### src/rtl/lvr_pkg.sv
package lvr_pkg;
  parameter int unsigned LVR_TRIP_DEFAULT = 9;

  typedef struct packed {
    logic below;
    logic above;
  } lvr_cmp_t;
endpackage

### src/rtl/lvr_filt_cnt.sv
module lvr_filt_cnt #(
  parameter int unsigned TRIP_CYCLES = lvr_pkg::LVR_TRIP_DEFAULT
) (
  input  logic clk,
  input  logic rst_n,
  input  logic clr_i,
  output logic near_trip_o
);
  localparam int unsigned CW = $clog2(TRIP_CYCLES + 1);
  localparam logic [CW-1:0] CNT_MAX  = CW'(TRIP_CYCLES);
  localparam logic [CW-1:0] CNT_NEAR = CW'(TRIP_CYCLES - 1);

  logic [CW-1:0] cnt_q, cnt_d;

  always_comb begin
    if (clr_i)                cnt_d = '0;
    else if (cnt_q == CNT_MAX) cnt_d = cnt_q;
    else                      cnt_d = cnt_q + 1'b1;
  end

  always_ff @(posedge clk or negedge rst_n) begin
    if (!rst_n) cnt_q <= '0;
    else        cnt_q <= cnt_d;
  end

  // the current low sample is at least the TRIP_CYCLES-th in a row
  assign near_trip_o = (cnt_q >= CNT_NEAR);

  p_cnt_sat_r8: assert property (@(posedge clk) disable iff (!rst_n)
    cnt_q <= CNT_MAX);
  p_cnt_clear_r2: assert property (@(posedge clk) disable iff (!rst_n)
    clr_i |=> (cnt_q == '0));
endmodule

### src/rtl/lvr_hold.sv
module lvr_hold (
  input  logic clk,
  input  logic rst_n,
  input  logic active_i,
  input  logic rst_en_i,
  input  logic below_i,
  input  logic above_i,
  input  logic near_trip_i,
  output logic lv_o,
  output logic ext_n_o
);
  logic lv_q, lv_d, ext_n_q;

  always_comb begin
    if (!active_i || !rst_en_i) lv_d = 1'b0;
    else if (lv_q)              lv_d = !above_i;
    else                        lv_d = below_i && near_trip_i;
  end

  always_ff @(posedge clk or negedge rst_n) begin
    if (!rst_n) begin
      lv_q    <= 1'b0;
      ext_n_q <= 1'b1;
    end else begin
      lv_q    <= lv_d;
      ext_n_q <= !lv_d;
    end
  end

  assign lv_o    = lv_q;
  assign ext_n_o = ext_n_q;

  p_gate_r5: assert property (@(posedge clk) disable iff (!rst_n)
    !rst_en_i |=> !lv_q);
  p_release_r4: assert property (@(posedge clk) disable iff (!rst_n)
    (lv_q && above_i) |=> !lv_q);
  p_hold_r3: assert property (@(posedge clk) disable iff (!rst_n)
    (lv_q && !above_i && active_i && rst_en_i) |=> lv_q);
  p_no_trip_r1: assert property (@(posedge clk) disable iff (!rst_n)
    (!lv_q && !below_i) |=> !lv_q);
  p_pin_r9: assert property (@(posedge clk) disable iff (!rst_n)
    ext_n_q == !lv_q);
endmodule

### src/rtl/lvr_filter_top.sv
module lvr_filter_top #(
  parameter int unsigned TRIP_CYCLES = lvr_pkg::LVR_TRIP_DEFAULT,
  parameter int unsigned SYNC_STAGES = 0
) (
  input  logic clk,
  input  logic rst_n,
  input  logic below_fall_i,
  input  logic above_rise_i,
  input  logic mon_en_i,
  input  logic rst_en_i,
  input  logic stop_en_i,
  input  logic stop_mode_i,
  output logic lv_reset_o,
  output logic ext_rst_n_o,
  output logic status_o
);
  import lvr_pkg::*;

  lvr_cmp_t cmp_raw, cmp;
  logic     active, status_q, status_d, near_trip, cnt_clr;

  assign cmp_raw.below = below_fall_i;
  assign cmp_raw.above = above_rise_i;

  generate
    if (SYNC_STAGES > 0) begin : g_sync
      lvr_cmp_t sync_q [SYNC_STAGES];
      always_ff @(posedge clk or negedge rst_n) begin
        if (!rst_n) begin
          for (int i = 0; i < SYNC_STAGES; i++) sync_q[i] <= '0;
        end else begin
          sync_q[0] <= cmp_raw;
          for (int i = 1; i < SYNC_STAGES; i++) sync_q[i] <= sync_q[i-1];
        end
      end
      assign cmp = sync_q[SYNC_STAGES-1];
    end else begin : g_nosync
      assign cmp = cmp_raw;
    end
  endgenerate

  assign active   = mon_en_i && (!stop_mode_i || stop_en_i);
  assign cnt_clr  = !active || !cmp.below;
  assign status_d = active && cmp.below;

  always_ff @(posedge clk or negedge rst_n) begin
    if (!rst_n) status_q <= 1'b0;
    else        status_q <= status_d;
  end
  assign status_o = status_q;

  lvr_filt_cnt #(.TRIP_CYCLES(TRIP_CYCLES)) u_cnt (
    .clk         (clk),
    .rst_n       (rst_n),
    .clr_i       (cnt_clr),
    .near_trip_o (near_trip)
  );

  lvr_hold u_hold (
    .clk         (clk),
    .rst_n       (rst_n),
    .active_i    (active),
    .rst_en_i    (rst_en_i),
    .below_i     (cmp.below),
    .above_i     (cmp.above),
    .near_trip_i (near_trip),
    .lv_o        (lv_reset_o),
    .ext_n_o     (ext_rst_n_o)
  );

  p_disabled_r6: assert property (@(posedge clk) disable iff (!rst_n)
    !mon_en_i |=> (!status_o && !lv_reset_o && ext_rst_n_o));
  p_stop_r7: assert property (@(posedge clk) disable iff (!rst_n)
    (stop_mode_i && !stop_en_i) |=> (!status_o && !lv_reset_o));
  p_status_r10: assert property (@(posedge clk) disable iff (!rst_n)
    !cmp.below |=> !status_o);
endmodule

### config.mk
export PLATFORM = sky130hd
export DESIGN_NAME = lvr_filter_top
export DESIGN_NICKNAME = d
export VERILOG_FILES = /design/src/rtl/lvr_pkg.sv /design/src/rtl/lvr_filt_cnt.sv /design/src/rtl/lvr_hold.sv /design/src/rtl/lvr_filter_top.sv
export SDC_FILE = /design/constraint.sdc
export NUM_CORES = 1
export LEC_CHECK = 0
export ABC_CLOCK_PERIOD_IN_PS = 1000
export BUFFER_PORTS_ARGS = -buffer_cell sky130_fd_sc_hd__buf_2
export CORE_AREA = 2 2 39 41
export CTS_BUF_LIST = sky130_fd_sc_hd__clkbuf_8
export CTS_CLUSTER_DIAMETER = 40
export CTS_CLUSTER_SIZE = 14
export DETAILED_ROUTE_END_ITERATION = 8
export DIE_AREA = 0 0 41 43
export GPL_TIMING_DRIVEN = 0
export MAX_ROUTING_LAYER = met4
export PLACE_DENSITY_LB_ADDON = 0.25
export SLEW_MARGIN = 20
export SYNTH_ARGS = -nofsm -noshare
export SYNTH_HDL_FRONTEND = slang
export SYNTH_HIERARCHICAL = 1
export SYNTH_SLANG_ARGS = --single-unit
### constraint.sdc
create_clock -name clk -period 1 [get_ports clk]
set_input_delay 0.1 -clock clk [delete_from_list [all_inputs] [get_ports clk]]
set_output_delay 0.1 -clock clk [all_outputs]
set_load 0.02 [all_outputs]
==> run_results.csv <==
group,metric,value,unit
status,outcome,"finished, violations left",
status,violations,"negative setup slack",
setup_path,crit_family,"flip-flops",
synthesis,synth_fp_nets,43,
global_route,grt_usage,0.108,
cts,clockBufferDepth,2,
routing,ant_nets,0,
min_path,hold_path.class,"in -> reg",
setup_path,crit_cells,4,
floorplan,dieArea,1760,µm²
floorplan,rows,14,
synthesis,yosysTopAreaCell,"dfrtp_1",
layout,final_area,547,µm²
power,p_total,0.731,mW
global_route,grtUsageMet2,0.131,
synthesis,yosysSeqAreaShare,0.475,
cts,ctsHtreeMaxLevel,1,
routing,vias,267,
power,peakVddDrop,1.05,mV
cts,clk_latency,0.22,ns
placed_design,dp.cells,58,
setup_path,critPathKind,"reg -> reg",
placed_design,place_congestion,0.669,
power,pwr_density_cell,1340,nW/µm²
layout,num-fill-cells,139,
synthesis,synthTopCellsByArea,"dfrtp_1 (40%), ha_1 (10%), dfstp_2 (7.1%), mux2i_1 (5.4%), nand3b_4 (5.4%)",
flow_run,max-cap-violations,0,
timing,max_slew_margin,0.887,
timing,setup_slack,-0.0720,ns
routing,wl_per_cell,9.74,µm
floorplan,core_area,1380,µm²
timing,drv_slew,0,
layout,drive_above_1_share,0.490,
placed_design,dp_hpwl,467,µm
placed_design,place_area,444,µm²
synthesis,synth_edf_count,0,
timing,whs,0.0701,ns
setup_path,end_kind,"register",
setup_path,cp_cell_sequence,"ha_4 > nand3b_4 > mux2i_1 > nor2_1",
synthesis,ys_types,19,
floorplan,chipWidth,41,µm
layout,stdcell_count,65,
synthesis,ys.flop_type,"dfrtp_1",
routing,via_per_inst,4.11,
timing,setup_violations,3,
floorplan,start_util,0.269,
timing,fin_tns_setup,-0.0882,ns
timing,post-route-period-util,1.07,
setup_path,critPathBufInv,0,
synthesis,yosys_warnings,6,
floorplan,io_pins,11,
layout,post-route-util,0.395,
global_route,grt_pass1_wl,1220,µm
setup_path,critPathSlowestCell,"dfrtp_2",
routing,drt_iter0_drc,1,
placed_design,pre_cts_slack,-0.115,ns
cts,path_clk_slew,0.04,ns
layout,diodes,0,
cts,cts-root-buf,"clkbuf_8",
global_route,use_met1,0.141,
layout,area_delta_synth_final,47.1,%
synthesis,netlist_instances,32,
timing,max_slew.worst_pin.slew,0.169,ns
setup_path,critPathArrivalTime,1.18,ns
timing,clock_skew,0.000972,ns
global_route,globalRouteMet3Util,0.0366,
global_route,gr-max-usage-layer,"met1",
timing,fmax,0.933,GHz
synthesis,syn_avg_cell_area,11.6,µm²
synthesis,ys_seq_elements,7,
synthesis,synth_top_area_frac,0.404,
min_path,min_path_cells,2,
setup_path,crit_path_start_kind,"register",
setup_path,cp_max_fo,5,
routing,finalWirelength,633,µm
global_route,grt_pass1_vias,298,
timing,final-hold-violation-count,0,
synthesis,synthArstFlopShare,1.00,
global_route,overflow,0,
cts,clock_sinks,7,
timing,fin_crit,1.07,ns
synthesis,syn_area,372,µm²
routing,drc_errors,0,
setup_path,required,1.10,ns
floorplan,dieHeight,43,µm
placed_design,io_buffers,10,
global_route,antenna_found_initial,0,
layout,nets,61,
setup_path,reg2reg_depth,4,
cts,numCtsBuffers,3,
setup_path,critPathMaxStageDelay,0.45,ns
power,leakage,0.308,nW
timing,grt_setup_unrepaired,"yes",
global_route,grt_max_degree,8,
routing,drt_first_pass_iters,2,
cts,cts_tree,"done",
-- synthesized netlist by cell type (all sizes together) (2+ instances only) --
cell type and number:
dfrtp 6, ha 3, nand3 2, inv 2, nor2 4, mux2i 2
-- timing repair --
item / in CTS / in global routing
pin swaps: 2 / 2
hold endpoints to repair: 7 / 0
setup buffers: 3 / 0
gates resized for setup: 5 / 1
setup endpoints to repair: 4 / 3
hold buffers: 1 / 0
-- placed cells by master, fill, tap and decap left out, drive strengths merged, types with 2 or more instances in the layout --
master and count:
inv 3, nor2 4, ha 3, mux2i 2
clkbuf 3, buf 13, nand3 2, dfrtp 6
-- flip-flops by register name (all words and copies together) (netlist names) --
name,cells
status_o,1
u_cnt/cnt_q,4
u_hold/ext_n_o,1
u_hold/lv_o,1
-- final timing paths --
check	endpoint	startpoint	slack [ns]
min	u_hold/ext_n_o	rst_en_i	0.07
max in group asynchronous	u_hold/ext_n_o	rst_n	0.50
min reg2reg	u_cnt/cnt_q[2]	u_cnt/cnt_q[2]	0.58
max	u_cnt/cnt_q[1]	u_cnt/cnt_q[0]	-0.07
max reg2reg	u_cnt/cnt_q[1]	u_cnt/cnt_q[0]	-0.07
min in group asynchronous	status_o	rst_n	0.27
-- final cells by class --
cell class / count / area (µm²) / area share
Multi-Input combinational cell: 22 / 196 / 0.359
Sequential cell: 7 / 179 / 0.327
Timing Repair Buffer: 14 / 98.8 / 0.181
Clock buffer: 3 / 41.3 / 0.0755
Tap cell: 16 / 20.0 / 0.0366
Inverter: 2 / 7.51 / 0.0137
Clock inverter: 1 / 3.75 / 0.00686
-- report_power, final --
| part | total [mW] | internal, mW | switching, mW |
|---|---|---|---|
| registers | 0.296 | 0.290 | 0.00601 |
| clock network | 0.376 | 0.264 | 0.112 |
| logic | 0.0581 | 0.0300 | 0.0282 |
-- layer usage --
metal	vias up	routed length [µm]
met5	-	0
met4	0	10
met3	2	23
met2	5	309
met1	118	289
li1	142	-
-- worst reg2reg max path, stage by stage, from the launching register on --
cell	delay, ns
dfrtp_2	0.45
ha_4	0.19
nand3b_4	0.08
mux2i_1	0.18
nor2_1	0.06
-- logic make-up (layout without fill, tap and decap cells) --
kind of cell,after synthesis,after routing,share of synthesized area
and+or+nand+nor,12,12,0.232
DFF,7,7,0.475
adders and majority gates,3,3,0.101
AOI/OAI and AO/OA,3,3,0.0606
buffers and inverters,3,20,0.0303
xor gates and xnor gates,2,2,0.0471
muxes,2,2,0.0539
No activity file was read; power rests on OpenSTA's default activity.
